`config.mk`:
```
export PLATFORM = sky130hd
export DESIGN_NAME = stop_wake_ctrl
export DESIGN_NICKNAME = d
export VERILOG_FILES = /design/src/rtl/stop_wake_pkg.sv /design/src/rtl/sw_edge_detect.sv /design/src/rtl/sw_startup_timer.sv /design/src/rtl/sw_stop_fsm.sv /design/src/rtl/stop_wake_ctrl.sv
export SDC_FILE = /design/constraint.sdc
export NUM_CORES = 1
export LEC_CHECK = 0
export BUFFER_PORTS_ARGS = -buffer_cell sky130_fd_sc_hd__buf_4
export CAP_MARGIN = 20
export CORE_MARGIN = 2
export CORE_UTILIZATION = 57
export CTS_CLUSTER_DIAMETER = 150
export DETAILED_ROUTE_END_ITERATION = 12
export PLACE_DENSITY_LB_ADDON = 0.05
export SYNTH_ARGS = -nofsm -noshare
export SYNTH_HDL_FRONTEND = slang
export SYNTH_SLANG_ARGS = --single-unit
```
`constraint.sdc`:
```
create_clock -name osc_clk -period 3.7 [get_ports osc_clk]
set_clock_uncertainty 0.1 [all_clocks]
set_input_delay 0.74 -clock osc_clk [delete_from_list [all_inputs] [get_ports osc_clk]]
set_output_delay 0.74 -clock osc_clk [all_outputs]
set_load 0.03 [all_outputs]
```
`src/rtl/stop_wake_pkg.sv`:
```
package stop_wake_pkg;

  typedef enum logic [1:0] {
    SW_RUN     = 2'd0,
    SW_STOPPED = 2'd1,
    SW_STARTUP = 2'd2
  } sw_state_e;

  // isolate the lowest set bit of a vector
  function automatic logic [31:0] lowest_onehot(input logic [31:0] v);
    return v & (~v + 32'd1);
  endfunction

  // true when a bus write sets the stop bit of the power-control register
  function automatic logic is_stop_write(input logic       we,
                                         input logic [7:0] addr,
                                         input logic [7:0] data,
                                         input logic [7:0] ctl_addr,
                                         input logic [2:0] bit_idx);
    return we && (addr == ctl_addr) && data[bit_idx];
  endfunction

endpackage

```
`src/rtl/sw_edge_detect.sv`:
```
module sw_edge_detect #(
  parameter int SYNC_STAGES = 2,
  parameter bit FALLING     = 1'b1
) (
  input  logic clk,
  input  logic rst_n,
  input  logic pin,
  output logic edge_hit
);
  localparam logic IDLE = FALLING;

  logic [SYNC_STAGES-1:0] sync_q;
  logic                   prev_q;
  logic                   cur;

  assign cur = sync_q[SYNC_STAGES-1];

  always_ff @(posedge clk or negedge rst_n) begin
    if (!rst_n) begin
      sync_q <= {SYNC_STAGES{IDLE}};
      prev_q <= IDLE;
    end else begin
      sync_q <= (sync_q << 1) | SYNC_STAGES'(pin);
      prev_q <= cur;
    end
  end

  generate
    if (FALLING) begin : g_fall
      assign edge_hit = prev_q & ~cur;
    end else begin : g_rise
      assign edge_hit = ~prev_q & cur;
    end
  endgenerate

  // one pin transition yields a single-cycle pulse
  a_r4_single_pulse: assert property (@(posedge clk) disable iff (!rst_n)
    edge_hit |=> !edge_hit);

endmodule

```
`src/rtl/sw_startup_timer.sv`:
```
module sw_startup_timer #(
  parameter int COUNT = 65536
) (
  input  logic clk,
  input  logic rst_n,
  input  logic run,
  output logic done
);
  localparam int              CW   = $clog2(COUNT + 1);
  localparam logic [CW-1:0]   LAST = CW'(COUNT - 1);

  logic [CW-1:0] cnt;

  assign done = run && (cnt == LAST);

  always_ff @(posedge clk or negedge rst_n) begin
    if (!rst_n)               cnt <= '0;
    else if (!run || done)    cnt <= '0;
    else                      cnt <= cnt + 1'b1;
  end

  // the count advances by one every running cycle until the end
  a_r5_count_step: assert property (@(posedge clk) disable iff (!rst_n)
    (run && !done) |=> (cnt == CW'($past(cnt) + 1'b1)));

  // finishing restarts from zero
  a_r5_done_restart: assert property (@(posedge clk) disable iff (!rst_n)
    done |=> (cnt == '0));

endmodule

```
`src/rtl/sw_stop_fsm.sv`:
```
module sw_stop_fsm
  import stop_wake_pkg::*;
#(
  parameter int LINES = 4
) (
  input  logic             clk,
  input  logic             rst_n,
  input  logic             stop_req,
  input  logic [LINES-1:0] edge_vec,
  input  logic [LINES-1:0] wake_en,
  input  logic             timer_done,
  output logic             timer_run,
  output logic             clk_en,
  output logic             stop_flag,
  output logic [LINES-1:0] wake_src
);
  sw_state_e        state;
  logic             wake_pend;
  logic [LINES-1:0] wake_hits;
  logic             wake_hit;

  assign wake_hits = edge_vec & wake_en;
  assign wake_hit  = |wake_hits;
  assign timer_run = (state == SW_STARTUP);
  assign clk_en    = (state == SW_RUN);

  always_ff @(posedge clk or negedge rst_n) begin
    if (!rst_n) begin
      state     <= SW_RUN;
      stop_flag <= 1'b0;
      wake_src  <= '0;
      wake_pend <= 1'b0;
    end else begin
      case (state)
        SW_RUN: begin
          if (stop_req) begin
            state     <= SW_STOPPED;
            stop_flag <= 1'b1;
            wake_src  <= '0;
          end
        end
        SW_STOPPED: begin
          if (wake_hit) begin
            state     <= SW_STARTUP;
            wake_pend <= 1'b1;
            wake_src  <= LINES'(lowest_onehot(32'(wake_hits)));
          end
        end
        SW_STARTUP: begin
          if (timer_done) begin
            state     <= SW_RUN;
            stop_flag <= 1'b0;
            wake_pend <= 1'b0;
          end
        end
        default: state <= SW_RUN;
      endcase
    end
  end

  // clocks stay gated for as long as the stop flag is up
  a_r2_gated_while_stopped: assert property (@(posedge clk) disable iff (!rst_n)
    stop_flag |-> !clk_en);

  // a stop write while running gates the clock at the next edge
  a_r3_stop_entry: assert property (@(posedge clk) disable iff (!rst_n)
    (clk_en && stop_req) |=> (stop_flag && !clk_en && wake_src == '0));

  // without an enabled edge the stopped state persists
  a_r4_stay_stopped: assert property (@(posedge clk) disable iff (!rst_n)
    (state == SW_STOPPED && !wake_hit) |=> (state == SW_STOPPED));

  // resumed clocking comes with a cleared stop flag
  a_r6_flag_clears: assert property (@(posedge clk) disable iff (!rst_n)
    $rose(clk_en) |-> !stop_flag);

  // wake source never names more than one line
  a_r7_src_onehot: assert property (@(posedge clk) disable iff (!rst_n)
    $onehot0(wake_src));

  // source is frozen through the startup count
  a_r8_src_frozen: assert property (@(posedge clk) disable iff (!rst_n)
    (state == SW_STARTUP) |=> $stable(wake_src));

  // the wake latch is empty whenever clocks run
  a_r5_latch_cleared: assert property (@(posedge clk) disable iff (!rst_n)
    clk_en |-> !wake_pend);

endmodule

```
`src/rtl/stop_wake_ctrl.sv`:
```
module stop_wake_ctrl
  import stop_wake_pkg::*;
#(
  parameter int         LINES          = 4,
  parameter int         STARTUP_CYCLES = 65536,
  parameter int         SYNC_STAGES    = 2,
  parameter bit         FALLING_EDGE   = 1'b1,
  parameter logic [7:0] PCON_ADDR      = 8'h87,
  parameter int         STOP_BIT       = 1
) (
  input  logic             osc_clk,
  input  logic             rst_n,
  input  logic             sfr_we,
  input  logic [7:0]       sfr_addr,
  input  logic [7:0]       sfr_wdata,
  input  logic [LINES-1:0] ext_int_n,
  input  logic [LINES-1:0] int_wake_en,
  output logic             clk_en,
  output logic             stop_flag,
  output logic [LINES-1:0] wake_src
);
  localparam logic [2:0] STOP_IDX = 3'(STOP_BIT);

  logic             stop_req;
  logic [LINES-1:0] edge_vec;
  logic             timer_run;
  logic             timer_done;

  assign stop_req = is_stop_write(sfr_we, sfr_addr, sfr_wdata, PCON_ADDR, STOP_IDX);

  generate
    for (genvar i = 0; i < LINES; i++) begin : g_line
      sw_edge_detect #(
        .SYNC_STAGES (SYNC_STAGES),
        .FALLING     (FALLING_EDGE)
      ) u_edge (
        .clk      (osc_clk),
        .rst_n    (rst_n),
        .pin      (ext_int_n[i]),
        .edge_hit (edge_vec[i])
      );
    end
  endgenerate

  sw_startup_timer #(
    .COUNT (STARTUP_CYCLES)
  ) u_timer (
    .clk   (osc_clk),
    .rst_n (rst_n),
    .run   (timer_run),
    .done  (timer_done)
  );

  sw_stop_fsm #(
    .LINES (LINES)
  ) u_fsm (
    .clk        (osc_clk),
    .rst_n      (rst_n),
    .stop_req   (stop_req),
    .edge_vec   (edge_vec),
    .wake_en    (int_wake_en),
    .timer_done (timer_done),
    .timer_run  (timer_run),
    .clk_en     (clk_en),
    .stop_flag  (stop_flag),
    .wake_src   (wake_src)
  );

  // writes to other registers leave a running core running
  a_r3_other_addr: assert property (@(posedge osc_clk) disable iff (!rst_n)
    (clk_en && sfr_we && sfr_addr != PCON_ADDR) |=> (clk_en && !stop_flag));

  // clocks resume only on the edge the count ends
  a_r5_resume_on_done: assert property (@(posedge osc_clk) disable iff (!rst_n)
    (timer_run && !timer_done) |=> !clk_en);

endmodule

```
==> qor.txt <==
YOSYS
----------------------------------------------------------------------------------------
Dominant cells by area after synthesis .................................... sky130_fd_sc_hd__dfrtp_1 39%, sky130_fd_sc_hd__dfstp_2 21%, sky130_fd_sc_hd__nor2_1 3.7%
Number of storage elements in the synthesis netlist .......................           36
Number of library cell types mapped by synthesis ..........................           32
Cells after synthesis .....................................................          136
Top cell type's share of synthesized area .................................        39.2%
Nets in the synthesized netlist ...........................................          165
Sequential share of the synthesized area ..................................        59.8%
Netlist Area Pre-Place ....................................................     1530 µm²
Syn avg cell area .........................................................     11.3 µm²
Cell type contributing the most total cell area after synthesis ........... sky130_fd_sc_hd__dfrtp_1
Syn. warnings .............................................................            0

CLOCKING
----------------------------------------------------------------------------------------
Number of hold buffers added after CTS ....................................            0
Worst-case clock buffer depth .............................................            2
Clock network latency to the later pin of the worst-skew pair .............       340 ps
Post-CTS Resized ..........................................................            0
Clock buffers created by TritonCTS ........................................            5
Number of setup buffers added after CTS ...................................            0
Clock tree from TritonCTS .................................................        built
Clock slew at the register clock pins of the worst setup and hold paths ...       110 ps
Number of clock sinks seen by CTS .........................................           36
Root Buffer Master ........................................................ sky130_fd_sc_hd__clkbuf_4
Maximum level of the CTS H-tree ...........................................            2

GLOBAL ROUTE
----------------------------------------------------------------------------------------
Met2 usage ................................................................        30.4%
Grt peak-use layer ........................................................         met2
Overall overflow remaining after global route .............................            0
Pin count of the biggest net entering global routing ......................           37
Via count of the first global-routing pass ................................         1096
Global-route met1 utilization .............................................        23.7%
GR Util met3 ..............................................................        8.37%
Global-route wire length before repair ....................................      4670 µm
Aggregate global-route resource usage .....................................        19.8%
Number of antenna violations at the first check in global routing .........            0

TIMING
----------------------------------------------------------------------------------------
Count of final setup violators ............................................            0
Portion of the clock cycle consumed by the worst path in the final layout .        72.2%
Hold WS ...................................................................       229 ps
Remaining max-slew budget at the tightest pin .............................        61.2%
Number of pins exceeding their max-slew limit in the final report .........            0
Slew at the pin with the worst max-slew slack .............................       581 ps
Final Hold Viols ..........................................................            0
TNS Setup .................................................................         0 ps
Maximum operating frequency ...............................................    0.375 GHz
Final critical-path required period .......................................      2670 ps
Unrepaired setup endpoints after global routing ...........................           no

CELLS AND AREA
----------------------------------------------------------------------------------------
Growth of design area from synthesis to finish ............................        19.3%
Diodes inserted ...........................................................            0
Net count of the finished layout ..........................................          196
Number of non-filler instances in the completed layout ....................          198
Share of final-layout standard cells stronger than drive strength 1 .......        29.8%

FLOORPLAN
----------------------------------------------------------------------------------------
Initial Util ..............................................................        60.8%
Overall die area ..........................................................     3120 µm²
Die extent in y ...........................................................      55.9 µm
Total number of placement rows ............................................           18
Boundary Pins .............................................................           33
Standard cell core area ...................................................     2520 µm²
Die Wd ....................................................................      55.9 µm

POWER AND IR DROP
----------------------------------------------------------------------------------------
IR Drop Worst-Case VDD ....................................................     0.367 mV
Power density normalized to cell area .....................................   390 nW/µm²
Lkg Pwr ...................................................................     0.831 nW

ROUTING
----------------------------------------------------------------------------------------
Post-detailed-route wirelength per cell ...................................      14.2 µm
Starting DRC count in detailed routing ....................................           34
Number of design rule violations left after detail routing ................            0
Routed wire length ........................................................      2810 µm
Count of vias placed by the detailed router ...............................         1106
1st-pass router iterations ................................................            4
Average vias per placed instance ..........................................         5.59
Count of antenna-violating nets left after detailed routing ...............            0

WORST SETUP PATH
----------------------------------------------------------------------------------------
Beginning of the critical path ............................................ u_timer.cnt[0]
Worst setup EP type .......................................................    flip-flop
Crit path kind ............................................................      reg2reg
Critical path arrival .....................................................      2860 ps
Critical path required time ...............................................      3890 ps
Worst-path maximum fanout .................................................           15
R2R Path Start ............................................................ u_timer.cnt[0]
Launching element type of the critical path ...............................    flip-flop

PLACE
----------------------------------------------------------------------------------------
Placer Congestion .........................................................        0.752
Input/output buffers ......................................................           25
Number of instances in the placed design ..................................          190
Post-DP HPWL ..............................................................      1980 µm

JOB
----------------------------------------------------------------------------------------
Number of maximum-capacitance constraint violations .......................            0

MIN PATH
----------------------------------------------------------------------------------------
Worst min path class ......................................................     in2async

RUN STATUS
----------------------------------------------------------------------------------------
Result of the run .........................................................    completed

worst max-delay path: stages (launching register included):
cell,delay [ps]
sky130_fd_sc_hd__dfrtp_1,430
sky130_fd_sc_hd__ha_1,250
sky130_fd_sc_hd__and4_1,270
sky130_fd_sc_hd__and3_1,220
sky130_fd_sc_hd__and3_1,170
sky130_fd_sc_hd__ha_1,170
sky130_fd_sc_hd__inv_1,80
sky130_fd_sc_hd__nand3_1,430
sky130_fd_sc_hd__a211o_1,440
sky130_fd_sc_hd__nand2_1,60
cell usage after synthesis:
cell type	number
sky130_fd_sc_hd__nor2_1	15
sky130_fd_sc_hd__nand4b_1	2
sky130_fd_sc_hd__nand4_1	6
sky130_fd_sc_hd__o21ai_0	3
sky130_fd_sc_hd__or3_1	1
sky130_fd_sc_hd__clkbuf_1	1
sky130_fd_sc_hd__and4_1	3
sky130_fd_sc_hd__a211o_1	2
sky130_fd_sc_hd__o22ai_1	3
sky130_fd_sc_hd__a311oi_2	1
sky130_fd_sc_hd__a21oi_1	3
sky130_fd_sc_hd__nor4_1	1
sky130_fd_sc_hd__xor2_1	6
sky130_fd_sc_hd__o41a_1	1
sky130_fd_sc_hd__dfrtp_1	24
sky130_fd_sc_hd__xnor2_1	4
sky130_fd_sc_hd__nor4_4	1
sky130_fd_sc_hd__a21o_1	1
sky130_fd_sc_hd__inv_1	11
sky130_fd_sc_hd__nand2b_1	1
sky130_fd_sc_hd__and3_1	3
sky130_fd_sc_hd__nand2_1	11
sky130_fd_sc_hd__and3b_2	2
sky130_fd_sc_hd__nand3_2	1
sky130_fd_sc_hd__nor3_1	3
sky130_fd_sc_hd__and3b_1	1
sky130_fd_sc_hd__dfstp_2	12
sky130_fd_sc_hd__and2_1	4
sky130_fd_sc_hd__nand3b_1	1
sky130_fd_sc_hd__mux2i_1	1
sky130_fd_sc_hd__ha_1	2
sky130_fd_sc_hd__nand3_1	5
through the flow:
step                area (µm²)  utilization (%)  setup slack [ps]  power, W
detailed placement        1750             69.5              1060  0.000475
CTS                       1830             72.5              1040  0.000723
global route              1830             72.5               871  0.000746
finish                    1830             72.5              1030  0.000714
global placement          1750             69.5              1090  0.000471
floorplan                 1530                -              1620  0.000442
cells by family (layout without fill, tap and decap cells):
group,Yosys count,in the layout,share of synthesized area (%)
compound gates,14,14,6.53
simple gates,61,61,22.8
fa+ha+maj,2,2,1.63
flops,36,36,59.8
xor+xnor,10,10,5.71
buf+inv,12,44,2.94
mux,1,1,0.653
sequential cells by signal (all words and copies together), names as in the netlist:
signal / count
g_line.u_edge.prev_q: 4
g_line.u_edge.sync_q: 8
u_fsm.state: 2
u_fsm.stop_flag: 1
u_fsm.wake_src: 4
u_timer.cnt: 17
routing by layer:
metal  vias up  routed length, µm
li1        532                  -
met1       523               1230
met2        41               1310
met3        10                187
met4         0                 79
met5         -                  0
layout make-up:
class | instances | area (µm²)
clock buffer | 6 | 62.6
multi-input combinational | 88 | 572
clock inverter | 2 | 11.3
fill | 186 | 694
tap | 30 | 37.5
inverter | 11 | 41.3
sequential | 36 | 916
timing repair buffer | 25 | 188
power breakdown:
group / internal (W) / leakage, nW / switching [W]
registers: 0.000409 / 0.455 / 0.00000673
clock network: 0.000114 / 0.0437 / 0.000132
logic: 0.0000218 / 0.332 / 0.0000294
total: 0.000545 / 0.831 / 0.000169
cells in the final DEF, fill, tap and decap left out, drive strengths merged, types with 3 or more instances in the layout:
| cell | netlist | layout |
|---|---|---|
| clkbuf | 1 | 6 |
| dfrtp | 24 | 24 |
| nand3 | 6 | 6 |
| a21oi | 3 | 3 |
| nor3 | 3 | 3 |
| inv | 11 | 12 |
| and3b | 3 | 3 |
| nand4 | 6 | 6 |
| o22ai | 3 | 3 |
| dfstp | 12 | 12 |
| and2 | 4 | 4 |
| and4 | 3 | 3 |
| and3 | 3 | 3 |
| buf | 0 | 25 |
| xnor2 | 4 | 4 |
| nor2 | 15 | 15 |
| o21ai | 3 | 3 |
| xor2 | 6 | 6 |
| nand2 | 11 | 11 |
final timing paths:
check                                        endpoint  slack [ps]  cells past startpoint
max                                   u_timer.cnt[11]        1030                      9
min                                 u_fsm.wake_src[3]         230                      1
max reg2reg                           u_timer.cnt[11]        1030                      9
min reg2reg                g_line[1].u_edge.sync_q[1]         260                      0
max in group asynchronous  g_line[2].u_edge.sync_q[1]        2930                      1
min in group osc_clk       g_line[1].u_edge.sync_q[1]         260                      0
Power figures use the tool's default switching activity.
